### src/rtl/pbw_pkg.sv
package pbw_pkg;

    localparam int CFG_W  = 32;
    localparam int DATA_W = 16;
    localparam int CNT_W  = 5;

    localparam logic [CFG_W-1:0] CFG_WMASK = 32'hFFFF_FFDF;

    typedef struct packed {
        logic [19:0] base;
        logic [2:0]  dd_code;
        logic [2:0]  rec_code;
        logic        rsvd;
        logic [2:0]  ad_code;
        logic [1:0]  width;
    } win_cfg_t;

    typedef struct packed {
        logic [CNT_W-1:0] a_wait;
        logic [CNT_W-1:0] d_wait;
        logic [CNT_W-1:0] r_wait;
    } timing_t;

    typedef enum logic [2:0] {
        S_IDLE, S_ADDR, S_AWAIT, S_DATA, S_DWAIT, S_RECOV
    } seq_state_e;

    function automatic logic [CNT_W-1:0] ad_cycles(input logic [2:0] code);
        case (code)
            3'd0:    return CNT_W'(4);
            3'd1:    return CNT_W'(8);
            3'd2:    return CNT_W'(12);
            3'd3:    return CNT_W'(16);
            default: return CNT_W'(20);
        endcase
    endfunction

    function automatic logic [CNT_W-1:0] dd_cycles(input logic [2:0] code,
                                                   input logic [2:0] ad);
        case (code)
            3'd0, 3'd1: return ad_cycles(ad);
            3'd2:       return CNT_W'(4);
            3'd3:       return CNT_W'(8);
            3'd4:       return CNT_W'(12);
            3'd5:       return CNT_W'(16);
            default:    return CNT_W'(20);
        endcase
    endfunction

    function automatic logic [CNT_W-1:0] rec_cycles(input logic [2:0] code);
        case (code)
            3'd0:    return CNT_W'(1);
            3'd1:    return CNT_W'(4);
            3'd2:    return CNT_W'(8);
            3'd3:    return CNT_W'(12);
            3'd4:    return CNT_W'(16);
            default: return CNT_W'(20);
        endcase
    endfunction

endpackage

### src/rtl/pbw_cfg_reg.sv
module pbw_cfg_reg
    import pbw_pkg::*;
(
    input  logic             clk,
    input  logic             rst,
    input  logic             strap_n,
    input  logic             we,
    input  logic [CFG_W-1:0] wdata,
    output win_cfg_t         cfg
);

    win_cfg_t cfg_q;

    always_ff @(posedge clk) begin
        if (rst) begin
            cfg_q.base     <= '0;
            cfg_q.dd_code  <= 3'b001;
            cfg_q.rec_code <= 3'b111;
            cfg_q.rsvd     <= 1'b0;
            cfg_q.ad_code  <= 3'b111;
            cfg_q.width    <= strap_n ? 2'b01 : 2'b00;
        end else if (we) begin
            cfg_q <= win_cfg_t'(wdata & CFG_WMASK);
        end
    end

    assign cfg = cfg_q;

    // a write lands in the next cycle with bit 5 cleared
    a_r2_write_lands: assert property (@(posedge clk) disable iff (rst)
        we |=> (cfg_q == win_cfg_t'($past(wdata) & CFG_WMASK)))
        else $error("R2 setup write not stored");

    // width field follows the strap after reset
    a_r1_strap_width: assert property (@(posedge clk) disable iff (rst)
        $past(rst) |-> (cfg_q.width == ($past(strap_n) ? 2'b01 : 2'b00)))
        else $error("R1 reset width wrong");

endmodule

### src/rtl/pbw_decode.sv
module pbw_decode
    import pbw_pkg::*;
#(
    parameter int WIN_BITS = 16
) (
    input  win_cfg_t              cfg,
    input  logic [31-WIN_BITS:0]  req_page,
    output logic                  hit,
    output logic                  width_ok,
    output logic                  bus8,
    output timing_t               timing
);

    logic [CFG_W-1:0] word;
    logic             unused_low;

    always_comb begin
        word          = cfg;
        hit           = (req_page == word[CFG_W-1:WIN_BITS]);
        width_ok      = (cfg.width[1] == 1'b0);
        bus8          = (cfg.width == 2'b00);
        timing.a_wait = ad_cycles(cfg.ad_code);
        timing.d_wait = dd_cycles(cfg.dd_code, cfg.ad_code);
        timing.r_wait = rec_cycles(cfg.rec_code);
    end

    assign unused_low = ^{word[WIN_BITS-1:0]};

endmodule

### src/rtl/pbw_fsm.sv
module pbw_fsm
    import pbw_pkg::*;
#(
    parameter int WIN_BITS = 16,
    parameter int LEN_W    = 4
) (
    input  logic                clk,
    input  logic                rst,
    input  logic                req_valid,
    input  logic                req_write,
    input  logic                req_wide,
    input  logic [LEN_W-1:0]    req_len,
    input  logic [WIN_BITS-1:0] req_off,
    input  logic [DATA_W-1:0]   req_wdata,
    input  logic                hit,
    input  logic                width_ok,
    input  logic                bus8,
    input  timing_t             timing,
    output logic                busy,
    output logic                done,
    output logic                err,
    output logic                rsp_valid,
    output logic [DATA_W-1:0]   rsp_data,
    output logic [WIN_BITS-1:0] pb_addr,
    output logic                pb_cs_n,
    output logic                pb_rd_n,
    output logic                pb_wr_n,
    output logic [DATA_W-1:0]   pb_wdata,
    input  logic [DATA_W-1:0]   pb_rdata
);

    localparam int BEAT_W = LEN_W + 2;

    seq_state_e          state_q;
    logic [CNT_W-1:0]    cnt_q;
    timing_t             tim_q;
    logic                wr_q, split_q, narrow_q, b8_q, phase_q;
    logic [BEAT_W-1:0]   left_q;
    logic [WIN_BITS-1:0] addr_q;
    logic [DATA_W-1:0]   wdata_q, rdata_q;
    logic [7:0]          lo_q;
    logic                done_q, err_q, rv_q;

    logic [BEAT_W-1:0]   items, nbeats;
    logic                split_now, last_beat;

    always_comb begin
        split_now = bus8 && req_wide;
        items     = req_write ? BEAT_W'(1) : (BEAT_W'(req_len) + BEAT_W'(1));
        nbeats    = split_now ? (items << 1) : items;
        last_beat = (left_q == BEAT_W'(1));
    end

    always_ff @(posedge clk) begin
        if (rst) begin
            state_q  <= S_IDLE;
            cnt_q    <= '0;
            tim_q    <= '0;
            wr_q     <= 1'b0;
            split_q  <= 1'b0;
            narrow_q <= 1'b0;
            b8_q     <= 1'b0;
            phase_q  <= 1'b0;
            left_q   <= '0;
            addr_q   <= '0;
            wdata_q  <= '0;
            rdata_q  <= '0;
            lo_q     <= '0;
            done_q   <= 1'b0;
            err_q    <= 1'b0;
            rv_q     <= 1'b0;
        end else begin
            done_q <= 1'b0;
            err_q  <= 1'b0;
            rv_q   <= 1'b0;
            unique case (state_q)
                S_IDLE: begin
                    if (req_valid) begin
                        if (hit && width_ok) begin
                            tim_q    <= timing;
                            wr_q     <= req_write;
                            split_q  <= split_now;
                            narrow_q <= !req_wide;
                            b8_q     <= bus8;
                            phase_q  <= 1'b0;
                            left_q   <= nbeats;
                            addr_q   <= req_off;
                            wdata_q  <= req_wdata;
                            state_q  <= S_ADDR;
                        end else begin
                            done_q <= 1'b1;
                            err_q  <= 1'b1;
                        end
                    end
                end
                S_ADDR: begin
                    cnt_q   <= tim_q.a_wait - CNT_W'(1);
                    state_q <= S_AWAIT;
                end
                S_AWAIT, S_DWAIT: begin
                    if (cnt_q == '0) state_q <= S_DATA;
                    else             cnt_q   <= cnt_q - CNT_W'(1);
                end
                S_DATA: begin
                    addr_q <= addr_q + (b8_q ? WIN_BITS'(1) : WIN_BITS'(2));
                    if (split_q) phase_q <= !phase_q;
                    if (!wr_q) begin
                        if (split_q && !phase_q) begin
                            lo_q <= pb_rdata[7:0];
                        end else begin
                            rv_q    <= 1'b1;
                            rdata_q <= split_q  ? {pb_rdata[7:0], lo_q} :
                                       narrow_q ? {8'h00, pb_rdata[7:0]} : pb_rdata;
                        end
                    end
                    if (last_beat) begin
                        cnt_q   <= tim_q.r_wait - CNT_W'(1);
                        done_q  <= 1'b1;
                        state_q <= S_RECOV;
                    end else begin
                        left_q  <= left_q - BEAT_W'(1);
                        cnt_q   <= (wr_q ? tim_q.a_wait : tim_q.d_wait) - CNT_W'(1);
                        state_q <= S_DWAIT;
                    end
                end
                S_RECOV: begin
                    if (cnt_q == '0) state_q <= S_IDLE;
                    else             cnt_q   <= cnt_q - CNT_W'(1);
                end
                default: state_q <= S_IDLE;
            endcase
        end
    end

    always_comb begin
        busy      = (state_q != S_IDLE);
        pb_cs_n   = !(state_q inside {S_ADDR, S_AWAIT, S_DATA, S_DWAIT});
        pb_rd_n   = !((state_q == S_DATA) && !wr_q);
        pb_wr_n   = !((state_q == S_DATA) && wr_q);
        pb_addr   = addr_q;
        done      = done_q;
        err       = err_q;
        rsp_valid = rv_q;
        rsp_data  = rdata_q;
        if (split_q)
            pb_wdata = phase_q ? {8'h00, wdata_q[15:8]} : {8'h00, wdata_q[7:0]};
        else if (narrow_q)
            pb_wdata = {8'h00, wdata_q[7:0]};
        else
            pb_wdata = wdata_q;
    end

    // a strobe is always preceded by a cycle with chip-select already low
    a_r5_cs_before_strobe: assert property (@(posedge clk) disable iff (rst)
        (!pb_rd_n || !pb_wr_n) |-> $past(!pb_cs_n))
        else $error("R5 strobe without prior address phase");

    // read strobes never run back to back
    a_r6_strobe_single: assert property (@(posedge clk) disable iff (rst)
        !pb_rd_n |=> pb_rd_n)
        else $error("R6 adjacent read strobes");

    // read and write strobes are exclusive
    a_r8_one_strobe: assert property (@(posedge clk) disable iff (rst)
        (pb_rd_n || pb_wr_n))
        else $error("R8 both strobes low");

    // an error completion never touched the bus
    a_r3_err_no_bus: assert property (@(posedge clk) disable iff (rst)
        err |-> (pb_cs_n && $past(pb_cs_n) && done))
        else $error("R3 error with bus activity");

    // a good completion follows a strobe directly
    a_r11_done_after_strobe: assert property (@(posedge clk) disable iff (rst)
        (done && !err) |-> $past(!pb_rd_n || !pb_wr_n))
        else $error("R11 done not after last strobe");

    // idle is entered only from a cycle with chip-select released
    a_r7_recovery_cs_high: assert property (@(posedge clk) disable iff (rst)
        $fell(busy) |-> $past(pb_cs_n))
        else $error("R7 idle entered with chip-select low");

endmodule

### src/rtl/pbw_seq.sv
module pbw_seq
    import pbw_pkg::*;
#(
    parameter int WIN_BITS = 16,
    parameter int LEN_W    = 4
) (
    input  logic                clk,
    input  logic                rst,
    input  logic                boot_narrow_n,
    input  logic                cfg_we,
    input  logic [31:0]         cfg_wdata,
    output logic [31:0]         cfg_rdata,
    input  logic                req_valid,
    input  logic [31:0]         req_addr,
    input  logic                req_write,
    input  logic                req_wide,
    input  logic [LEN_W-1:0]    req_len,
    input  logic [15:0]         req_wdata,
    output logic                busy,
    output logic                done,
    output logic                err,
    output logic                rsp_valid,
    output logic [15:0]         rsp_data,
    output logic [WIN_BITS-1:0] pb_addr,
    output logic                pb_cs_n,
    output logic                pb_rd_n,
    output logic                pb_wr_n,
    output logic [15:0]         pb_wdata,
    input  logic [15:0]         pb_rdata
);

    win_cfg_t cfg;
    timing_t  timing;
    logic     hit, width_ok, bus8;

    pbw_cfg_reg u_cfg (
        .clk     (clk),
        .rst     (rst),
        .strap_n (boot_narrow_n),
        .we      (cfg_we),
        .wdata   (cfg_wdata),
        .cfg     (cfg)
    );

    pbw_decode #(.WIN_BITS(WIN_BITS)) u_dec (
        .cfg      (cfg),
        .req_page (req_addr[31:WIN_BITS]),
        .hit      (hit),
        .width_ok (width_ok),
        .bus8     (bus8),
        .timing   (timing)
    );

    pbw_fsm #(.WIN_BITS(WIN_BITS), .LEN_W(LEN_W)) u_fsm (
        .clk       (clk),
        .rst       (rst),
        .req_valid (req_valid),
        .req_write (req_write),
        .req_wide  (req_wide),
        .req_len   (req_len),
        .req_off   (req_addr[WIN_BITS-1:0]),
        .req_wdata (req_wdata),
        .hit       (hit),
        .width_ok  (width_ok),
        .bus8      (bus8),
        .timing    (timing),
        .busy      (busy),
        .done      (done),
        .err       (err),
        .rsp_valid (rsp_valid),
        .rsp_data  (rsp_data),
        .pb_addr   (pb_addr),
        .pb_cs_n   (pb_cs_n),
        .pb_rd_n   (pb_rd_n),
        .pb_wr_n   (pb_wr_n),
        .pb_wdata  (pb_wdata),
        .pb_rdata  (pb_rdata)
    );

    assign cfg_rdata = cfg;

endmodule

### config.mk
export PLATFORM = sky130hd
export DESIGN_NAME = pbw_seq
export DESIGN_NICKNAME = d
export VERILOG_FILES = /design/src/rtl/pbw_pkg.sv /design/src/rtl/pbw_cfg_reg.sv /design/src/rtl/pbw_decode.sv /design/src/rtl/pbw_fsm.sv /design/src/rtl/pbw_seq.sv
export SDC_FILE = /design/constraint.sdc
export NUM_CORES = 1
export LEC_CHECK = 0
export BUFFER_PORTS_ARGS = -buffer_cell sky130_fd_sc_hd__buf_2
export CORE_ASPECT_RATIO = 0.7
export CORE_UTILIZATION = 35
export CTS_CLUSTER_DIAMETER = 30
export DETAILED_ROUTE_END_ITERATION = 12
export SLEW_MARGIN = 40
export SYNTH_ARGS = -nofsm -noshare
export SYNTH_HDL_FRONTEND = slang
export SYNTH_SLANG_ARGS = --single-unit
### constraint.sdc
create_clock -name clk -period 2.3 [get_ports clk]
set_clock_uncertainty 0.1 [all_clocks]
set_input_delay 0.345 -clock clk [delete_from_list [all_inputs] [get_ports clk]]
set_output_delay 0.345 -clock clk [all_outputs]
set_load 0.01 [all_outputs]
==> run_summary.xml <==
<?xml version="1.0" encoding="UTF-8"?>
<metrics>
  <group name="synthesis">
    <metric name="mappedNetlistArea" unit="um2">5710</metric>
    <metric name="synth_enable_flop_cells" unit="">2</metric>
    <metric name="ys_ff_latch" unit="">119</metric>
    <metric name="ys_dominant_reg_cell" unit="">sky130_fd_sc_hd__dfxtp_1</metric>
    <metric name="synth-seq-area-share" unit="%">42.1</metric>
    <metric name="synth_area_per_cell" unit="um2">8.55</metric>
    <metric name="postSynthCellCount" unit="">668</metric>
    <metric name="yosysWarningCount" unit="">0</metric>
    <metric name="ys_async_sr_fraction" unit="%">0</metric>
    <metric name="synthesis.nets" unit="">782</metric>
    <metric name="ys_types" unit="">63</metric>
  </group>
  <group name="floorplanning">
    <metric name="fp.coreArea" unit="um2">15700</metric>
    <metric name="fp-row-count" unit="">38</metric>
    <metric name="die_width" unit="um">155</metric>
    <metric name="die_area" unit="um2">16800</metric>
    <metric name="die_y_extent" unit="um">109</metric>
    <metric name="number_of_primary_i_o_pins" unit="">194</metric>
    <metric name="initial_utilization" unit="%">36.3</metric>
  </group>
  <group name="pwr">
    <metric name="internal_power" unit="mW">4.28</metric>
    <metric name="leakage" unit="nW">3.31</metric>
    <metric name="worst_ir_drop_vdd" unit="uV">411</metric>
    <metric name="power.density_cell_area" unit="nW/um2">752</metric>
    <metric name="sequentialPowerShare" unit="%">38.6</metric>
    <metric name="sw_frac_of_total" unit="%">25.8</metric>
    <metric name="clockPowerShare" unit="%">49.3</metric>
    <metric name="pwr-share-comb" unit="%">12.2</metric>
    <metric name="power.switching" unit="mW">1.49</metric>
  </group>
  <group name="hold_path">
    <metric name="min_path_cells" unit="">3</metric>
    <metric name="worstHoldEndpoint" unit="">u_cfg.cfg[7]$_SDFFE_PP1P_</metric>
    <metric name="min_from" unit="">cfg_wdata[7]</metric>
    <metric name="hold_class" unit="">input port to flip-flop</metric>
  </group>
  <group name="clock_network">
    <metric name="clk_transition_reported_paths" unit="ns">0.06</metric>
    <metric name="clock_tree.root_cell" unit="">sky130_fd_sc_hd__clkbuf_16</metric>
    <metric name="clock_insertion_delay_worst_skew" unit="ns">0.42</metric>
    <metric name="cts.hold.buffers_added" unit="">0</metric>
    <metric name="post-cts-setup-buffer-count" unit="">0</metric>
    <metric name="h-tree-depth" unit="">4</metric>
    <metric name="cts_max_path_buffers" unit="">2</metric>
    <metric name="cts_tree" unit="">built</metric>
    <metric name="tritoncts.num_buffers" unit="">17</metric>
    <metric name="cts.sinks" unit="">119</metric>
  </group>
  <group name="timing">
    <metric name="timing.slew.headroom" unit="%">50.9</metric>
    <metric name="finalHoldViolCount" unit="">0</metric>
    <metric name="min_period_over_period" unit="%">95.7</metric>
    <metric name="final-setup-viol-count" unit="">0</metric>
    <metric name="maxSlewViolCount" unit="">0</metric>
    <metric name="finalWorstPathRequiredPeriod" unit="ns">2.20</metric>
    <metric name="max_freq" unit="MHz">454</metric>
    <metric name="unrepaired_setup_endpoints_after_global_routing" unit="">yes</metric>
    <metric name="fin_tns_setup" unit="ns">0</metric>
    <metric name="tightestPinTransition" unit="ns">0.734</metric>
    <metric name="layout_setup_ws" unit="ns">0.0978</metric>
  </group>
  <group name="setup_path">
    <metric name="setup_slack_reg_to_reg" unit="ns">0.12</metric>
    <metric name="setup.worst_path.start_class" unit="">flip-flop</metric>
    <metric name="crit_arrival" unit="ns">1.76</metric>
    <metric name="cp.required" unit="ns">1.86</metric>
    <metric name="critical_path.top_delay_family" unit="">flip-flops</metric>
    <metric name="rr_startpoint" unit="">u_fsm.left_q[4]$_SDFFE_PP0P_</metric>
    <metric name="path_buf_inv" unit="">3</metric>
    <metric name="crit_slowest_cell" unit="">sky130_fd_sc_hd__dfxtp_1</metric>
    <metric name="critPathMostFrequentCell" unit="">sky130_fd_sc_hd__buf_4</metric>
    <metric name="worst-setup-path-type" unit="">flip-flop to output pin</metric>
    <metric name="path_max_fanout" unit="">10</metric>
    <metric name="worst_r2r_path_depth" unit="">9</metric>
    <metric name="worst_path_largest_cell_delay" unit="ns">0.51</metric>
    <metric name="crit_path_end_kind" unit="">output pin</metric>
    <metric name="path_cells" unit="">nand2b_1 -&gt; nor2_1 -&gt; buf_4 -&gt; buf_4 -&gt; nand2_1 -&gt; buf_2</metric>
    <metric name="worst_r2r_endpoint" unit="">u_fsm.cnt_q[4]$_SDFFE_PP0P_</metric>
  </group>
  <group name="placed_design">
    <metric name="preCtsSetupSlack" unit="ns">0.0113</metric>
    <metric name="placedCellCount" unit="">1067</metric>
    <metric name="hpwlAfterDp" unit="mm">11.7</metric>
    <metric name="buffer_ports.inserted" unit="">191</metric>
    <metric name="gp_congestion" unit="">0.863</metric>
  </group>
  <group name="finish">
    <metric name="area_growth_syn_to_layout" unit="%">34.3</metric>
    <metric name="final_nets" unit="">980</metric>
    <metric name="post_layout_nonfiller_instances" unit="">1099</metric>
    <metric name="antennaDiodeCount" unit="">0</metric>
    <metric name="share_of_layout_cells_above_drive_strength_1" unit="%">31.9</metric>
  </group>
  <group name="detailed_routing">
    <metric name="detail_route.wirelength" unit="mm">16.1</metric>
    <metric name="num_vias" unit="">5429</metric>
    <metric name="ant_nets" unit="">0</metric>
    <metric name="vias_per_cell" unit="">4.94</metric>
    <metric name="first_iter_violations" unit="">265</metric>
    <metric name="wire_length_per_cell" unit="um">14.6</metric>
    <metric name="remaining_drc_errors" unit="">0</metric>
    <metric name="dr.pass1.iters" unit="">4</metric>
  </group>
  <group name="flow_run">
    <metric name="timing.max_cap.violations" unit="">0</metric>
  </group>
  <group name="grt">
    <metric name="grt_pass1_vias" unit="">4991</metric>
    <metric name="grt_first_pass_wirelength" unit="mm">25.4</metric>
    <metric name="grt_max_degree" unit="">50</metric>
    <metric name="grt_antenna_before_repair" unit="">0</metric>
    <metric name="grt_use_total" unit="%">19.4</metric>
    <metric name="gr-total-overflow" unit="">0</metric>
  </group>
  <group name="status">
    <metric name="run_status" unit="">finished clean</metric>
  </group>
</metrics>
placed cells by master (no fill, tap or decap), types with 3 or more instances in the layout:
cell and n:
sky130_fd_sc_hd__o311ai_1 4, sky130_fd_sc_hd__mux2_2 10, sky130_fd_sc_hd__nor4_1 3, sky130_fd_sc_hd__nand3b_1 4, sky130_fd_sc_hd__nand2_1 77, sky130_fd_sc_hd__nor2b_1 4, sky130_fd_sc_hd__o21ai_1 4, sky130_fd_sc_hd__o211ai_1 4
sky130_fd_sc_hd__clkbuf_16 17, sky130_fd_sc_hd__nand2b_1 4, sky130_fd_sc_hd__nor3b_1 3, sky130_fd_sc_hd__dfxtp_1 117, sky130_fd_sc_hd__inv_1 14, sky130_fd_sc_hd__buf_12 3, sky130_fd_sc_hd__nor3_1 16, sky130_fd_sc_hd__or2_2 3
sky130_fd_sc_hd__xor2_1 4, sky130_fd_sc_hd__a211oi_1 23, sky130_fd_sc_hd__buf_4 28, sky130_fd_sc_hd__xnor2_1 20, sky130_fd_sc_hd__a22oi_1 10, sky130_fd_sc_hd__nor2_1 84, sky130_fd_sc_hd__and2_1 10, sky130_fd_sc_hd__mux2i_1 51
sky130_fd_sc_hd__ha_1 6, sky130_fd_sc_hd__bufinv_16 4, sky130_fd_sc_hd__a32oi_1 3, sky130_fd_sc_hd__inv_6 3, sky130_fd_sc_hd__nand3_1 11, sky130_fd_sc_hd__nand4_1 9, sky130_fd_sc_hd__a31oi_1 9, sky130_fd_sc_hd__o21ai_0 16
sky130_fd_sc_hd__nor2_2 3, sky130_fd_sc_hd__buf_2 190, sky130_fd_sc_hd__clkinvlp_4 5, sky130_fd_sc_hd__a21oi_1 59, sky130_fd_sc_hd__a211oi_2 3
synthesized netlist by cell type (6+ instances only):
master / instances / area (um2)
sky130_fd_sc_hd__a211oi_1: 23 / 173
sky130_fd_sc_hd__a21oi_1: 59 / 295
sky130_fd_sc_hd__a22oi_1: 10 / 75.1
sky130_fd_sc_hd__a31oi_1: 9 / 56.3
sky130_fd_sc_hd__and2_1: 10 / 62.6
sky130_fd_sc_hd__buf_2: 7 / 35.0
sky130_fd_sc_hd__clkbuf_1: 28 / 105
sky130_fd_sc_hd__dfxtp_1: 117 / 2340
sky130_fd_sc_hd__ha_1: 6 / 75.1
sky130_fd_sc_hd__inv_1: 14 / 52.6
sky130_fd_sc_hd__mux2_2: 10 / 113
sky130_fd_sc_hd__mux2i_1: 51 / 510
sky130_fd_sc_hd__nand2_1: 78 / 293
sky130_fd_sc_hd__nand3_1: 11 / 55.1
sky130_fd_sc_hd__nand4_1: 9 / 56.3
sky130_fd_sc_hd__nor2_1: 86 / 323
sky130_fd_sc_hd__nor3_1: 16 / 80.1
sky130_fd_sc_hd__o21ai_0: 16 / 80.1
sky130_fd_sc_hd__xnor2_1: 20 / 175
routing by layer:
| metal | wire length (um) | vias to the layer above | GRT usage (%) |
|---|---|---|---|
| li1 | - | 2766 | - |
| met3 | 1300 | 14 | 6.56 |
| met5 | 0 | - | 0 |
| met2 | 6580 | 204 | 27.8 |
| met4 | 170 | 0 | 5.59 |
| met1 | 8040 | 2445 | 27.5 |
final cells by class:
type | instances | area (um2)
Clock buffer | 17 | 425
Clock inverter | 15 | 201
Fill cell | 1547 | 8070
Inverter | 14 | 52.6
Multi-Input combinational cell | 491 | 3070
Sequential cell | 119 | 2400
Tap cell | 220 | 275
Timing Repair Buffer | 223 | 1240
flip-flops by register name (all words and copies together) (netlist names), 3 cells and up:
name,count
u_cfg.cfg,31
u_fsm.cnt_q,5
u_fsm.state_q,3
u_fsm.rsp_data,16
u_fsm.lo_q,8
u_fsm.left_q,6
u_fsm.pb_addr,16
u_fsm.tim_q,10
u_fsm.wdata_q,16
timing repair:
action / in CTS / in global routing
pin swaps: 0 / 2
resized for setup: 1 / 2
cloned: 0 / 0
setup endpoints to repair: 8 / 10
through the flow:
stage | hold WS, ns | cell area, um2 | util [%] | power [mW]
after global placement | 0.343 | 7030 | 44.7 | 2.96
after floorplan | 0.329 | 5710 | - | 2.68
after CTS | 0.0307 | 7660 | 48.7 | 5.83
after global routing | 0.0289 | 7670 | 48.7 | 6.01
after detailed placement | 0.348 | 7030 | 44.7 | 2.96
final | 0.0404 | 7670 | 48.7 | 5.77
cells by family after synthesis:
| group | after synthesis | share of synthesized area, % |
|---|---|---|
| and+or+nand+nor | 246 | 20.1 |
| AOI/OAI and AO/OA | 151 | 17.0 |
| DFF | 119 | 42.1 |
| muxes | 61 | 10.9 |
| buffers and inverters | 58 | 4.36 |
| xor gates and xnor gates | 24 | 3.68 |
| adders and majority gates | 8 | 1.84 |
| other | 1 | 0.0657 |
worst min-delay path, delay by kind of cell:
family	cells	cell delay (ns)
and+or+nand+nor	1	0.06
muxes	1	0.05
buffers and inverters	1	0.07
worst max path at each step:
| stage | from | endpoint | slack (ns) | depth (start not counted) |
|---|---|---|---|---|
| 6_report | u_fsm.state_q[2]$_SDFFE_PP0P_ | pb_wr_n | 0.1 | 6 |
| 5_1_grt | u_fsm.state_q[2]$_SDFFE_PP0P_ | pb_wr_n | -0.03 | 6 |
| 4_1_cts | u_fsm.split_q$_SDFFE_PP0P_ | pb_wdata[6] | 0.09 | 4 |
| 3_5_place_dp | req_addr[28] | u_fsm.narrow_q$_SDFFE_PP0P_ | 0.01 | 9 |
| 3_3_place_gp | req_addr[28] | u_fsm.tim_q[9]$_SDFFE_PP0P_ | 0.02 | 9 |
| 2_1_floorplan | u_fsm.left_q[2]$_SDFFE_PP0P_ | u_fsm.cnt_q[4]$_SDFFE_PP0P_ | 0.21 | 10 |
power groups by stage:
stage	registers [mW]	clock network (mW)	logic, mW
5_1_grt	2.24	3.01	0.766
3_3_place_gp	2.27	0	0.693
3_5_place_dp	2.27	0	0.697
4_1_cts	2.22	2.90	0.704
6_report	2.23	2.84	0.701
2_1_floorplan	2.26	0	0.413
No activity file was read; power rests on OpenSTA's default activity.
